**src/rtl/cx_pkg.sv**
```systemverilog
package cx_pkg;
  localparam int unsigned ILEN = 32;
  localparam int unsigned CLEN = 16;
  localparam int unsigned C_REG_W = 3;
  localparam int unsigned F_REG_W = 5;

  typedef enum logic [4:0] {
    C_ADDI   = 5'd0,
    C_LDW    = 5'd1,
    C_STW    = 5'd2,
    C_LDB    = 5'd3,
    C_STB    = 5'd4,
    C_LDH    = 5'd5,
    C_LDW_SP = 5'd6,
    C_STW_SP = 5'd7,
    C_ADJ_SP = 5'd8,
    C_ADD    = 5'd9,
    C_SUB    = 5'd10,
    C_AND    = 5'd11,
    C_OR     = 5'd12,
    C_SLTI   = 5'd13,
    C_LI     = 5'd14,
    C_MOV    = 5'd15,
    C_SLL    = 5'd16
  } c_op_e;

  typedef struct packed {
    logic [4:0]         op;
    logic [C_REG_W-1:0] rx;
    logic [C_REG_W-1:0] ry;
    logic [4:0]         imm;
  } c_instr_t;

  localparam logic [5:0] F_RTYPE = 6'h00;
  localparam logic [5:0] F_ADDIU = 6'h09;
  localparam logic [5:0] F_SLTI  = 6'h0A;
  localparam logic [5:0] F_LB    = 6'h20;
  localparam logic [5:0] F_LH    = 6'h21;
  localparam logic [5:0] F_LW    = 6'h23;
  localparam logic [5:0] F_SB    = 6'h28;
  localparam logic [5:0] F_SW    = 6'h2B;

  localparam logic [5:0] FN_SLL  = 6'h00;
  localparam logic [5:0] FN_ADDU = 6'h21;
  localparam logic [5:0] FN_SUBU = 6'h23;
  localparam logic [5:0] FN_AND  = 6'h24;
  localparam logic [5:0] FN_OR   = 6'h25;

  localparam logic [ILEN-1:0] NOP_WORD = '0;
endpackage

```
**src/rtl/cx_regmap.sv**
```systemverilog
module cx_regmap #(
  parameter int unsigned C_REG_W = 3,
  parameter int unsigned F_REG_W = 5,
  parameter int unsigned HI_BASE = 16,
  parameter int unsigned HI_CNT  = 2
) (
  input  logic [C_REG_W-1:0] code_i,
  output logic [F_REG_W-1:0] reg_o
);
  localparam logic [F_REG_W-1:0] BASE  = F_REG_W'(HI_BASE);
  localparam logic [C_REG_W-1:0] LIMIT = C_REG_W'(HI_CNT);

  always_comb begin
    if (code_i < LIMIT) reg_o = BASE + F_REG_W'(code_i);
    else                reg_o = F_REG_W'(code_i);
  end
endmodule

```
**src/rtl/cx_expand.sv**
```systemverilog
module cx_expand
  import cx_pkg::*;
#(
  parameter int unsigned SP_REG = 29
) (
  input  c_instr_t            c_i,
  input  logic [F_REG_W-1:0]  rx_f_i,
  input  logic [F_REG_W-1:0]  ry_f_i,
  input  logic [F_REG_W-1:0]  rd_f_i,
  output logic [ILEN-1:0]     word_o,
  output logic                illegal_o
);
  localparam logic [F_REG_W-1:0] SP   = F_REG_W'(SP_REG);
  localparam logic [F_REG_W-1:0] ZREG = '0;

  logic [15:0] sext5, zext5, zext5_x2, zext5_x4;
  logic [15:0] k_x4, k_sx8, k_z;
  logic [7:0]  k8;

  always_comb begin
    k8       = {c_i.ry, c_i.imm};
    sext5    = {{11{c_i.imm[4]}}, c_i.imm};
    zext5    = {11'b0, c_i.imm};
    zext5_x2 = {10'b0, c_i.imm, 1'b0};
    zext5_x4 = {9'b0, c_i.imm, 2'b0};
    k_x4     = {6'b0, k8, 2'b0};
    k_sx8    = {{5{k8[7]}}, k8, 3'b0};
    k_z      = {8'b0, k8};
  end

  always_comb begin
    illegal_o = 1'b0;
    word_o    = NOP_WORD;
    case (c_i.op)
      C_ADDI:   word_o = {F_ADDIU, rx_f_i, rx_f_i, sext5};
      C_LDW:    word_o = {F_LW, rx_f_i, ry_f_i, zext5_x4};
      C_STW:    word_o = {F_SW, rx_f_i, ry_f_i, zext5_x4};
      C_LDB:    word_o = {F_LB, rx_f_i, ry_f_i, zext5};
      C_STB:    word_o = {F_SB, rx_f_i, ry_f_i, zext5};
      C_LDH:    word_o = {F_LH, rx_f_i, ry_f_i, zext5_x2};
      C_LDW_SP: word_o = {F_LW, SP, rx_f_i, k_x4};
      C_STW_SP: word_o = {F_SW, SP, rx_f_i, k_x4};
      C_ADJ_SP: word_o = {F_ADDIU, SP, SP, k_sx8};
      C_ADD:    word_o = {F_RTYPE, rx_f_i, ry_f_i, rd_f_i, 5'd0, FN_ADDU};
      C_SUB:    word_o = {F_RTYPE, rx_f_i, ry_f_i, rd_f_i, 5'd0, FN_SUBU};
      C_AND:    word_o = {F_RTYPE, rx_f_i, ry_f_i, rd_f_i, 5'd0, FN_AND};
      C_OR:     word_o = {F_RTYPE, rx_f_i, ry_f_i, rd_f_i, 5'd0, FN_OR};
      C_SLTI:   word_o = {F_SLTI, rx_f_i, ry_f_i, sext5};
      C_LI:     word_o = {F_ADDIU, ZREG, rx_f_i, k_z};
      C_MOV:    word_o = {F_RTYPE, ry_f_i, ZREG, rx_f_i, 5'd0, FN_ADDU};
      C_SLL:    word_o = {F_RTYPE, ZREG, ry_f_i, rx_f_i, c_i.imm, FN_SLL};
      default:  illegal_o = 1'b1;
    endcase
  end
endmodule

```
**src/rtl/cx_mode_ctrl.sv**
```systemverilog
module cx_mode_ctrl #(
  parameter logic RESET_MODE = 1'b0
) (
  input  logic clk_i,
  input  logic rst_ni,
  input  logic call_x_i,
  input  logic ret_i,
  input  logic ret_tgt_lsb_i,
  input  logic exc_i,
  output logic mode_o
);
  logic mode_q, mode_d;

  // exception > return > call
  always_comb begin
    mode_d = mode_q;
    if (exc_i)         mode_d = 1'b0;
    else if (ret_i)    mode_d = ret_tgt_lsb_i;
    else if (call_x_i) mode_d = ~mode_q;
  end

  always_ff @(posedge clk_i or negedge rst_ni) begin
    if (!rst_ni) mode_q <= RESET_MODE;
    else         mode_q <= mode_d;
  end

  assign mode_o = mode_q;
endmodule

```
**src/rtl/cx_expander.sv**
```systemverilog
module cx_expander
  import cx_pkg::*;
#(
  parameter int unsigned SP_REG     = 29,
  parameter int unsigned HI_BASE    = 16,
  parameter int unsigned HI_CNT     = 2,
  parameter logic        RESET_MODE = 1'b0
) (
  input  logic            clk_i,
  input  logic            rst_ni,
  input  logic            valid_i,
  input  logic [31:0]     instr_i,
  input  logic            call_x_i,
  input  logic            ret_i,
  input  logic            ret_tgt_lsb_i,
  input  logic            exc_i,
  output logic [31:0]     instr_o,
  output logic            valid_o,
  output logic            illegal_o,
  output logic            mode_o
);
  localparam int unsigned N_FIELDS = 3;

  c_instr_t            c_w;
  logic [C_REG_W-1:0]  code_w [N_FIELDS];
  logic [F_REG_W-1:0]  freg_w [N_FIELDS];
  logic [ILEN-1:0]     exp_word;
  logic                exp_ill;
  logic                mode_w;
  logic [ILEN-1:0]     instr_q;
  logic                valid_q, illegal_q;

  assign c_w       = c_instr_t'(instr_i[CLEN-1:0]);
  assign code_w[0] = c_w.rx;
  assign code_w[1] = c_w.ry;
  assign code_w[2] = c_w.imm[4:2];

  for (genvar g = 0; g < N_FIELDS; g++) begin : g_map
    cx_regmap #(
      .C_REG_W(C_REG_W),
      .F_REG_W(F_REG_W),
      .HI_BASE(HI_BASE),
      .HI_CNT (HI_CNT)
    ) u_map (
      .code_i(code_w[g]),
      .reg_o (freg_w[g])
    );
  end

  cx_expand #(.SP_REG(SP_REG)) u_expand (
    .c_i      (c_w),
    .rx_f_i   (freg_w[0]),
    .ry_f_i   (freg_w[1]),
    .rd_f_i   (freg_w[2]),
    .word_o   (exp_word),
    .illegal_o(exp_ill)
  );

  cx_mode_ctrl #(.RESET_MODE(RESET_MODE)) u_mode (
    .clk_i        (clk_i),
    .rst_ni       (rst_ni),
    .call_x_i     (call_x_i),
    .ret_i        (ret_i),
    .ret_tgt_lsb_i(ret_tgt_lsb_i),
    .exc_i        (exc_i),
    .mode_o       (mode_w)
  );

  // decode uses the mode in force this cycle, not the one an event sets
  always_ff @(posedge clk_i or negedge rst_ni) begin
    if (!rst_ni) begin
      instr_q   <= '0;
      valid_q   <= 1'b0;
      illegal_q <= 1'b0;
    end else begin
      valid_q <= valid_i;
      if (valid_i) begin
        instr_q   <= mode_w ? exp_word : instr_i;
        illegal_q <= mode_w & exp_ill;
      end else begin
        illegal_q <= 1'b0;
      end
    end
  end

  assign instr_o   = instr_q;
  assign valid_o   = valid_q;
  assign illegal_o = illegal_q;
  assign mode_o    = mode_w;
endmodule

```
**config.mk**
```make
export PLATFORM = sky130hd
export DESIGN_NAME = cx_expander
export DESIGN_NICKNAME = d
export VERILOG_FILES = /design/src/rtl/cx_pkg.sv /design/src/rtl/cx_regmap.sv /design/src/rtl/cx_expand.sv /design/src/rtl/cx_mode_ctrl.sv /design/src/rtl/cx_expander.sv
export SDC_FILE = /design/constraint.sdc
export NUM_CORES = 1
export LEC_CHECK = 0
export CAP_MARGIN = 20
export CORE_ASPECT_RATIO = 1.1
export CORE_MARGIN = 4
export CORE_UTILIZATION = 30
export CTS_CLUSTER_DIAMETER = 120
export DETAILED_ROUTE_END_ITERATION = 12
export DONT_BUFFER_PORTS = 1
export MAX_ROUTING_LAYER = met4
export PLACE_DENSITY = 0.5
export SLEW_MARGIN = 25
export SYNTH_ARGS = -nofsm -noshare
export SYNTH_HDL_FRONTEND = slang
export SYNTH_HIERARCHICAL = 1
export SYNTH_SLANG_ARGS = --single-unit
```
**constraint.sdc**
```tcl
create_clock -name clk_i -period 1.28 [get_ports clk_i]
set_input_delay 0.128 -clock clk_i [delete_from_list [all_inputs] [get_ports clk_i]]
set_output_delay 0.128 -clock clk_i [all_outputs]
set_load 0.02 [all_outputs]
```
# After elaboration in Yosys (flattened, before gate mapping)
# Cells that the tools add are included.
[totals]
ff_bits = 35
output_inout_bits = 35
[classes]
add_sub_neg = 3
order_cmp = 3
n_eq_ne = 16
n_mux = 10
bitwise_logic = 2
n_reduce_logical = 3
[ops]
columns = ["operator", "count"]
rows = [
  ["32-bit case mux with 17 select lines", 1],
  ["5-bit by 4-bit == test with 1-bit output (second input constant)", 8],
  ["32-bit two-way mux", 1],
  ["5-bit by 3-bit == test with 1-bit output (second input constant)", 4],
  ["17-bit OR reduction", 1],
  ["5-bit by 3-bit adder with 5-bit output (first input constant)", 3],
  ["5-bit two-way mux", 3],
  ["5-bit by 2-bit == test with 1-bit output (second input constant)", 2],
  ["3-bit by 2-bit less-than comparator with 1-bit output (second input constant)", 3],
  ["5-bit by 1-bit == test with 1-bit output (second input constant)", 1],
  ["5-bit == test (second input constant)", 1],
  ["5-bit zero test", 1],
  ["1-bit two-way mux", 5],
  ["3-bit nonzero test", 1],
  ["1-bit bitwise AND", 1],
  ["1-bit NOT", 1],
]

# Longest topological paths before layout
# Gate-level depths: netlist of the first run.
[depth]
word_depth = 5
ltp_mapped = 8
depth_no_buf = 6

# Cells and area by module
# Netlist of the first run, hierarchy kept.
[modules_own_cells]
columns = ["mod", "n_inst", "cells_per_inst", "area_per_inst_um2", "seq_area_each_um2"]
rows = [
  ["cx_expander", 1, 142, 1562.7, 850.8],
  ["cx_expand", 1, 136, 991.0, 0.0],
  ["cx_regmap", 3, 6, 37.5, 0.0],
  ["cx_mode_ctrl", 1, 5, 56.3, 25.0],
]

# Worst setup path after synthesis of the first run
# Ideal clock, no wire load.
[synth_path]
path_kind = "input to register"
start = "input port instr_i[15]"
end = "register instr_q[4] (netlist: instr_o[4])"
arrival_time_ps = 1261
required_ps = 1154
path_slack_ps = -107
stages = 7
path_cell_list = "buf_4 > inv_2 > and4_1 > a221o_1 > a211o_1 > mux2i_1 > a21oi_1"
[synth_between]
elab_chain_cells = 3
elab_cells_between_ends = 19
classes_between = "eq/ne (16); mux (2); reduce/logical (1)"
[synth_lines]
columns = ["item", "line", "rtl"]
rows = [
  ["from (decl)", "cx_expander.sv:12", "input logic [31:0] instr_i,"],
  ["5-bit == test, or another cell as far along", "cx_expand.sv:34", "case (c_i.op)"],
  ["32-bit case mux with 17 select lines (*)", "cx_expand.sv:34", ""],
  ["net exp_word[4]", "cx_expander.sv:27", "logic [ILEN-1:0] exp_word;"],
  ["32-bit two-way mux (*)", "cx_expander.sv:78", "instr_q <= mode_w ? exp_word : instr_i;"],
  ["to (signal assigned)", "cx_expander.sv:78", ""],
  ["to (decl)", "cx_expander.sv:30", "logic [ILEN-1:0] instr_q;"],
]
# Mark *: on every way through the listed nets, which the timed path passes. The rest lies on a longest branch.
# A chain may end at the register's enable or synchronous reset.

# Worst setup path after layout of the first run
[layout_path]
start = "register u_mode.mode_q (netlist: u_mode/mode_o)"
end = "output port mode_o"
[layout_rtl]
columns = ["item", "line", "rtl"]
rows = [
  ["from (decl)", "cx_mode_ctrl.sv:12", "logic mode_q, mode_d;"],
  ["from (signal assigned)", "cx_mode_ctrl.sv:24", "else mode_q <= mode_d;"],
  ["to (decl)", "cx_expander.sv:20", "output logic mode_o"],
]
# No word-level cell between the ends.

==> results.txt, run 1 <==
startpoint types = register
Peak VDD IR = 0.321 mV
register area share after synthesis = 0.322
Clock power frac = 0.271
largest area contributor in the netlist = dfrtp_1
Most used DFF post-synth = dfrtp_1
Hold WS = 13.6 ps
slowest stage delay, CP = 390 ps
Tmin final = 1200 ps
DP Wirelength = 5610 um
row count = 36
fraction of layout cells with a size suffix above 1 = 0.183
combinational power share = 0.219
max-cap violations = 0
Synth Cell Area = 2720 um2
TNS Setup = 0 ps
worst clock skew = 5.10 ps
ys async rst share = 1.00
critical path cell sequence = buf_12 > buf_4
pwr/cell area = 971 nW/um2
crit path max fanout = 27
Static Leak = 1.23 nW
# IOs = 74
largest net degree at the start of global routing = 49
postcts setup bufs = 0
Via density = 5.43
crit share post-route = 0.940
Synth top area share = 0.322
WHS Path Cells = 1
CTS tree = done
Worst slew margin = 0.505
largest family of logic cells by synthesized area = compound AO/OA/AOI/OAI gates
Sw Ratio = 0.338
max-slew violations = 0
Crit path arrival time = 1070 ps
WS Path Type = reg -> out
unrepaired setup endpoints after global routing = false
worst reg2reg path depth = 3
Seq pwr share = 0.510
Crit path max-delay family = flip-flops
fraction of the mapped netlist area in adder cells = 0
initial antenna violation count = 0
largest cells by area after synthesis = dfrtp_1, mux2i_1, a21oi_1
Post-Route WL = 7990 um
CP Depth = 2
initial core utilization = 0.307
H-Tree Depth = 2
GRT Util Overall = 0.154
grt total ovfl = 0
Worst Hold Class = in -> reg
Mapped Cells = 301
vias in the first global route = 2265
global-route wire length before repair = 12700 um
#FFs+latches synth = 35
Die X = 98.8 um
CTS Buf Count = 5
post-synthesis xor/xnor area fraction = 0.00965
Die H = 108 um
CTS clock-pin slew for the worst setup and hold paths = 70 ps
worst-margin pin slew = 743 ps
P_int = 1.92 mW
Root Buffer = clkbuf_8
Post-route DRC = 0
core area = 8870 um2
CP required = 1150 ps
status = completed
Final Setup Violations = 0
number of DRC markers in iteration 0 = 201
flop-to-flop setup slack = 220 ps
max frequency = 0.832 GHz
post-synth cell types = 59
CP max-delay cell = dfrtp_2
Hold Fails Final Rpt = 0
synth warn = 6
Compound-Gate Fraction of Synth Area = 0.257
Routed Antenna Nets = 0
Port Buffers = 0
crit path capture type = output pin
switching power = 0.978 mW
CTS sink cnt = 35
via count = 2281
Die ar. = 10700 um2
CP bufs+invs = 2
EDFF count, synth = 0
post-route cell area = 2980 um2
synthesized area per cell = 9.05 um2
Post-DP Area = 2800 um2
Multi-input gate area = 1550 um2
Register Area = 877 um2
number of antenna cells inserted = 0
nets = 344
Pre-antenna DRT Iters = 4
fill cell count = 912
area grow syn2layout = 9.47%
Simple-Gate Fraction of Synth Area = 0.175
multiplexer area fraction after synthesis = 0.118
drt wl/cell = 19.0 um
clock buffer depth = 2
latest clock arrival within the worst-skew pair = 290 ps
RD Place Congestion = 0.790
==> synthesized netlist by cell type (4+ instances only) <==
cell type	instances
a21oi_1	38
a221o_1	13
a22oi_1	8
a32oi_1	4
buf_2	11
buf_4	17
buf_6	4
conb_1	4
dfrtp_1	35
mux2i_1	32
nand2_1	10
nand3_1	6
nor2_1	44
nor2b_1	5
nor3_1	6
==> area by class of cell <==
type | instances | area share
clock buffer | 5 | 0.0231
clock inverter | 3 | 0.00504
inverter | 5 | 0.00882
multi-input combinational | 226 | 0.518
sequential | 35 | 0.294
tap | 114 | 0.0479
timing repair buffer | 32 | 0.102
==> layer usage <==
| layer | routed length (um) | vias to the layer above | GRT usage | share of wire |
|---|---|---|---|---|
| met3 | 643 | 8 | 0.0382 | 0.080 |
| met2 | 3810 | 82 | 0.245 | 0.48 |
| met5 | 0 | - | - | 0 |
| met1 | 3420 | 1083 | 0.192 | 0.43 |
| met4 | 116 | 0 | 0.0488 | 0.015 |
| li1 | - | 1108 | - | - |
==> repair_timing <==
item | CTS | global route
endpoints found under the setup margin | 0 | 3
resized for setup | 0 | 1
endpoints found under the hold margin | 69 | 0
hold buffers | 7 | 0
==> per-stage QoR <==
stage	std cells	power, mW	util	worst slack [ps]
2_1_floorplan	302	2.04	-	-48.1
3_3_place_gp	405	2.05	0.316	-151
3_5_place_dp	405	2.05	0.316	-164
4_1_cts	420	2.95	0.336	38.0
5_1_grt	420	3.06	0.336	16.4
6_report	420	2.89	0.336	77.4
==> cells by family (layout without fill, tap and decap cells) <==
family / Yosys count / after routing
muxes: 32 / 32
AOI/OAI and AO/OA: 93 / 93
and+or+nand+nor: 93 / 93
buffers and inverters: 41 / 45
other: 4 / 5
DFF: 35 / 35
xor gates and xnor gates: 3 / 3
==> path summary, 6_finish.rpt <==
check                         startpoint       endpoint
max                        u_mode/mode_o         mode_o
min                              valid_i      illegal_o
max reg2reg                u_mode/mode_o  u_mode/mode_o
min reg2reg                  instr_o[12]    instr_o[12]
max in group asynchronous         rst_ni  u_mode/mode_o
min in group asynchronous         rst_ni    instr_o[18]
==> flip-flops by register name, indices dropped and copies added, names as in the netlist <==
| name | count |
|---|---|
| valid_o | 1 |
| u_mode/mode_o | 1 |
| instr_o | 32 |
| illegal_o | 1 |
==> power groups by stage <==
stage	clock network, mW	logic (mW)	registers, mW
floorplan	0	0.567	1.47
global placement	0	0.551	1.50
detailed placement	0	0.555	1.50
CTS	0.830	0.640	1.48
global route	0.864	0.709	1.49
finish	0.784	0.635	1.48
==> cell usage in the layout, fill, tap and decap left out, types with 2 or more instances in the layout <==
cell type | Yosys | layout
nor2_1 | 44 | 44
nor3_1 | 6 | 6
clkbuf_8 | 0 | 5
a22oi_1 | 8 | 8
conb_1 | 4 | 5
a211o_1 | 2 | 2
mux2i_1 | 32 | 32
a32oi_1 | 4 | 4
inv_2 | 3 | 2
dfrtp_1 | 35 | 34
xnor2_1 | 2 | 2
nand2_1 | 10 | 10
nor2b_1 | 5 | 5
dlygate4sd3_1 | 0 | 4
nor4_1 | 3 | 3
a22o_1 | 3 | 3
a221o_1 | 13 | 13
o21ai_0 | 3 | 3
inv_1 | 2 | 2
a31oi_1 | 2 | 2
o211ai_1 | 2 | 2
nand3_1 | 6 | 6
clkinv_2 | 0 | 3
a21oi_1 | 38 | 38
o21ai_1 | 2 | 2
buf_4 | 17 | 23
and3_1 | 2 | 2
nand2b_1 | 3 | 2
or3_1 | 2 | 2
buf_12 | 3 | 4
(Power assumes the default switching activity.)
==> run 2: changes to the inputs <==
--- a/config.mk
+++ b/config.mk
@@ -5,6 +5,7 @@
 export SDC_FILE = /design/constraint.sdc
 export NUM_CORES = 1
 export LEC_CHECK = 0
+export ABC_AREA = 1
 export CAP_MARGIN = 20
 export CORE_ASPECT_RATIO = 1.1
 export CORE_MARGIN = 4
==> run 2 against run 1 <==
Sequential power is essentially flat; combinational power grew 7.9%; sequential share of layout area shrank 3.1 points; maximum frequency grew 0.79%; synthesized cell count grew 68%; global-route usage grew 1.1 points; count of clock-buffer cells in the layout grew 1; synthesized area grew 9.0%.
==> results.txt, run 2 <==
H-Tree Depth = 2
CP max-delay cell = nor2_2
Die ar. = 11500 um2
max-slew violations = 0
Crit path max-delay family = simple AND/OR/NAND/NOR gates
nets = 556
via count = 2916
#FFs+latches synth = 35
Port Buffers = 0
largest family of logic cells by synthesized area = simple AND/OR/NAND/NOR gates
number of antenna cells inserted = 0
GRT Util Overall = 0.165
worst reg2reg path depth = 4
Static Leak = 1.99 nW
crit path capture type = register
dpl cells = 619
max reg flops = 32
initial core utilization = 0.313
fraction of the mapped netlist area in adder cells = 0
number of DRC markers in iteration 0 = 127
status = completed
Routed Antenna Nets = 0
Hold Startpoint = ret_tgt_lsb_i
post-synthesis xor/xnor area fraction = 0
most frequent cells in the layout = nand2_1, inv_1, nand3_1
most common cell after layout, fill and taps aside = nand2_1
Via density = 4.59
largest cells by area after synthesis = dfrtp_1, nand2_1, inv_1
top cells by count, synth = nand2_1, inv_1, nand3_1
largest net degree at the start of global routing = 36
Synth top area share = 0.295
area grow syn2layout = 12.1%
synthesized area per cell = 5.86 um2
largest area contributor in the netlist = dfrtp_1
unrepaired setup endpoints after global routing = false
TNS Setup = 0 ps
multiplexer area fraction after synthesis = 0
Synth Cell Area = 2970 um2
fraction of layout cells with a size suffix above 1 = 0.120
WHS Endpoint = u_mode/mode_o
pwr/cell area = 1020 nW/um2
Crit path arrival time = 1420 ps
DP Wirelength = 6760 um
crit share post-route = 0.932
EDFF count, synth = 0
Crit. Startpoint = instr_i[11]
Post-route DRC = 0
register area share after synthesis = 0.295
Worst Hold Class = in -> reg
flop-to-flop setup slack = 190 ps
Die H = 112 um
fill cell count = 1082
max-cap violations = 0
core area = 9490 um2
slowest stage delay, CP = 220 ps
Register Area = 876 um2
critical path cell sequence = nor2_2 > nand2_2 > nor2_4 > inv_2 > nor2_1 > nor2_2 > nand3_1 > inv_1 > nand2_1 > nand3_1 > nand2_1
vias in the first global route = 2870
Most used DFF post-synth = dfrtp_1
Simple-Gate Fraction of Synth Area = 0.451
row count = 37
startpoint types = input port
CTS clock-pin slew for the worst setup and hold paths = 90 ps
CP Depth = 11
Hold Fails Final Rpt = 0
latest clock arrival within the worst-skew pair = 300 ps
CTS sink cnt = 35
RR Startpoint = u_mode/mode_o
CP bufs+invs = 2
Post-Route WL = 8990 um
Peak VDD IR = 0.450 mV
drt wl/cell = 14.2 um
ys async rst share = 1.00
Mapped Cells = 506
Hold WS = 11.0 ps
# IOs = 74
Compound-Gate Fraction of Synth Area = 0.0472
max frequency = 0.838 GHz
synth warn = 6
top-count cell post-synth = nand2_1
WS Path Type = in -> reg
Die X = 103 um
Final Setup Violations = 0
post-synth cell types = 23
grt total ovfl = 0
Root Buffer = clkbuf_8
initial antenna violation count = 0
CTS Buf Count = 5
GRT met3 Usage = 0.0367
CP required = 1510 ps
crit path max fanout = 13
M1 GR Usage = 0.202
WHS Path Cells = 2
global-route wire length before repair = 14800 um
Critical R2R Capture = instr_o[13]
RD Place Congestion = 0.874
GRT busiest layer = met2
Pre-antenna DRT Iters = 4
non-filler instance count after layout = 635
clock buffer depth = 2
Tmin final = 1190 ps
met2 Usage GRT = 0.271
Multi-input gate area = 1500 um2
worst clock skew = 15.2 ps
CTS tree = done
==> run 2: cell types whose count changed in the layout (fill, tap and decap cells not counted), sizes merged, moves of 8 or more <==
| cell | change |
|---|---|
| nand2 | +211 |
| inv | +92 |
| nand3 | +54 |
| mux2i | -32 |
| a21oi | -28 |
| nor2 | -14 |
| a221o | -13 |
| a22oi | -8 |
==> run 2: how the worst max path moves through the flow <==
stage	endpoint	slack, ps
after floorplan	instr_o[9]	120
after global placement	instr_o[9]	-190
after detailed placement	instr_o[9]	-240
after CTS	instr_o[9]	60
after global routing	instr_o[9]	2
final	instr_o[11]	90
==> run 2: cell families after synthesis <==
family                 after synthesis
AND/OR/NAND/NOR                    316
buffers and inverters              127
flip-flops                          35
AO/OA/AOI/OAI                       24
other                                4
==> run 2: report_power, final <==
part	total [mW]	internal (mW)	switching (mW)
Combinational	0.685	0.259	0.425
Clock	1.22	0.780	0.443
Sequential	1.50	1.24	0.263
Total	3.41	2.28	1.13
==> run 2: layout make-up <==
cell class / instances / share of cell area
multi-input cells: 345 / 0.450
flip-flops and latches: 35 / 0.263
inverters: 97 / 0.110
repair buffers: 33 / 0.0926
well taps: 117 / 0.0440
clock buffers: 6 / 0.0218
clock inverters: 2 / 0.0181
==> run 2: timing repair <==
item	4_1_cts	5_1_grt
endpoints found under the hold margin	69	0
hold buffers	6	0
setup buffers	0	2
endpoints found under the setup margin	0	1
resized for setup	0	0
==> run 2: metal layers <==
layer	part of all wire	up-vias
met3	0.063	12
met4	0.020	0
met2	0.49	64
met5	0	-
met1	0.43	1333
li1	-	1507
==> run 2: worst register-to-register path, stage by stage (launching register included) <==
cell     delay, ps
dfrtp_1        430
inv_4          290
nand2_1        100
nand3_1         90
nand2_1         50
==> run 2: stage by stage <==
stage	area [um2]	util	power (mW)	worst slack [ps]
6_report	3330	0.350	3.41	86.8
5_1_grt	3330	0.350	3.64	1.60
4_1_cts	3310	0.349	3.46	56.5
3_5_place_dp	3100	0.326	2.16	-236
3_3_place_gp	3100	0.326	2.15	-192
2_1_floorplan	2970	-	2.04	122
==> run 3: changes to the inputs <==
--- a/config.mk
+++ b/config.mk
@@ -15,6 +15,7 @@
 export DONT_BUFFER_PORTS = 1
 export MAX_ROUTING_LAYER = met4
 export PLACE_DENSITY = 0.5
+export REMOVE_ABC_BUFFERS = 1
 export SLEW_MARGIN = 25
 export SYNTH_ARGS = -nofsm -noshare
 export SYNTH_HDL_FRONTEND = slang
==> run 3 against run 2 <==
Critical path depth is the same; setup slack improved by 36 ps; maximum frequency grew 3.1%; die area is the same; non-clock buffer count increased by 3; wire length up 5.4%; sequential power barely moved; critical path type unchanged; critical endpoint is now instr_o[17]; largest cell class unchanged.
==> results.txt, run 3 (synthesis results as in run 2) <==
grt total ovfl = 0
vias in the first global route = 2926
max reg flops = 32
CTS tree = done
row count = 37
DP Wirelength = 7060 um
dpl cells = 624
H-Tree Depth = 2
number of DRC markers in iteration 0 = 166
Tmin final = 1160 ps
Port Buffers = 0
via count = 2954
fraction of layout cells with a size suffix above 1 = 0.127
Worst Hold Class = in -> reg
number of antenna cells inserted = 0
pre-CTS setup slack = -156 ps
Crit path arrival time = 1400 ps
crit path capture type = register
CP Depth = 11
CTS clock-pin slew for the worst setup and hold paths = 80 ps
area grow syn2layout = 13.0%
CTS sink cnt = 35
latest clock arrival within the worst-skew pair = 300 ps
CTS resizes = 0
initial core utilization = 0.313
crit share post-route = 0.904
postcts setup bufs = 0
critical path cell sequence = nor2_2 > nand3_1 > nand2_1 > nor2_2 > nand3_2 > nand2_1 > nand2_1 > inv_1 > nand2_1 > nand3_1 > nand2_1
hold_buf cts = 6
Via density = 4.63
Post-route DRC = 0
Crit path max-delay family = simple AND/OR/NAND/NOR gates
Final Setup Violations = 0
core area = 9490 um2
Die ar. = 11500 um2
switching power = 1.19 mW
slowest stage delay, CP = 290 ps
worst reg2reg path depth = 4
P_int = 2.09 mW
Sw Ratio = 0.362
Seq pwr share = 0.458
most common cell after layout, fill and taps aside = nand2_1
pwr/cell area = 976 nW/um2
RD Place Congestion = 0.890
status = completed
combinational power share = 0.215
most frequent cell on the critical path = nand2_1
max-slew violations = 0
flop-to-flop setup slack = 140 ps
nets = 559
# IOs = 74
WS Path Type = in -> reg
initial antenna violation count = 0
setup ws final = 123 ps
Root Buffer = clkbuf_8
max-cap violations = 0
CP required = 1520 ps
CP bufs+invs = 1
Hold Fails Final Rpt = 0
max frequency = 0.864 GHz
unrepaired setup endpoints after global routing = false
Static Leak = 2.00 nW
GRT Util Overall = 0.178
clock buffer depth = 2
Finished Core Util = 0.353
Pre-antenna DRT Iters = 4
CTS Buf Count = 5
Clock power frac = 0.326
non-filler instance count after layout = 638
most frequent cells in the layout = nand2_1, inv_1, nand3_1
fill cell count = 1050
CP max-delay cell = nand3_1
startpoint types = input port
WHS Path Cells = 2
TNS Setup = 0 ps
crit path max fanout = 5
worst clock skew = 7.13 ps
global-route wire length before repair = 15500 um
Post-Route WL = 9470 um
largest net degree at the start of global routing = 36
Hold WS = 4.64 ps
Die H = 112 um
drt wl/cell = 14.8 um
Peak VDD IR = 0.385 mV
Routed Antenna Nets = 0
Die X = 103 um
run 3: stage by stage:
step | cell area, um2 | total power [mW]
after global placement | 3160 | 2.17
final | 3350 | 3.27
after detailed placement | 3160 | 2.17
after CTS | 3350 | 3.35
after floorplan | 2740 | 1.95
after global routing | 3350 | 3.49
run 3: power groups by stage:
stage / sequential [mW] / combinational [mW] / clock (mW)
after CTS: 1.51 / 0.714 / 1.12
after detailed placement: 1.53 / 0.645 / 0
after global placement: 1.53 / 0.638 / 0
after floorplan: 1.51 / 0.437 / 0
final: 1.50 / 0.705 / 1.07
after global routing: 1.52 / 0.818 / 1.16
run 3: per-layer routing:
metal / track usage / wire, um / up-vias
met5: - / 0 / -
met4: 0.0475 / 172 / 0
met3: 0.0354 / 492 / 9
met2: 0.289 / 4680 / 57
met1: 0.224 / 4130 / 1372
li1: - / - / 1516
run 3: path summary, 6_finish.rpt:
| kind | to | startpoint |
|---|---|---|
| hold / removal | instr_o[14] | valid_i |
| max in group asynchronous | instr_o[8] | rst_ni |
| min in group asynchronous | instr_o[19] | rst_ni |
| hold reg to reg | instr_o[26] | instr_o[26] |
| setup / recovery | instr_o[17] | instr_i[11] |
| setup reg to reg | instr_o[14] | u_mode/mode_o |
run 3: area by class of cell:
| class | count | area [um2] | area share |
|---|---|---|---|
| clock buffer | 5 | 68.8 | 0.0205 |
| clock inverter | 3 | 43.8 | 0.0131 |
| inverter | 97 | 367 | 0.109 |
| multi-input combinational | 345 | 1500 | 0.446 |
| sequential | 35 | 876 | 0.261 |
| tap | 117 | 146 | 0.0437 |
| timing repair buffer | 36 | 355 | 0.106 |
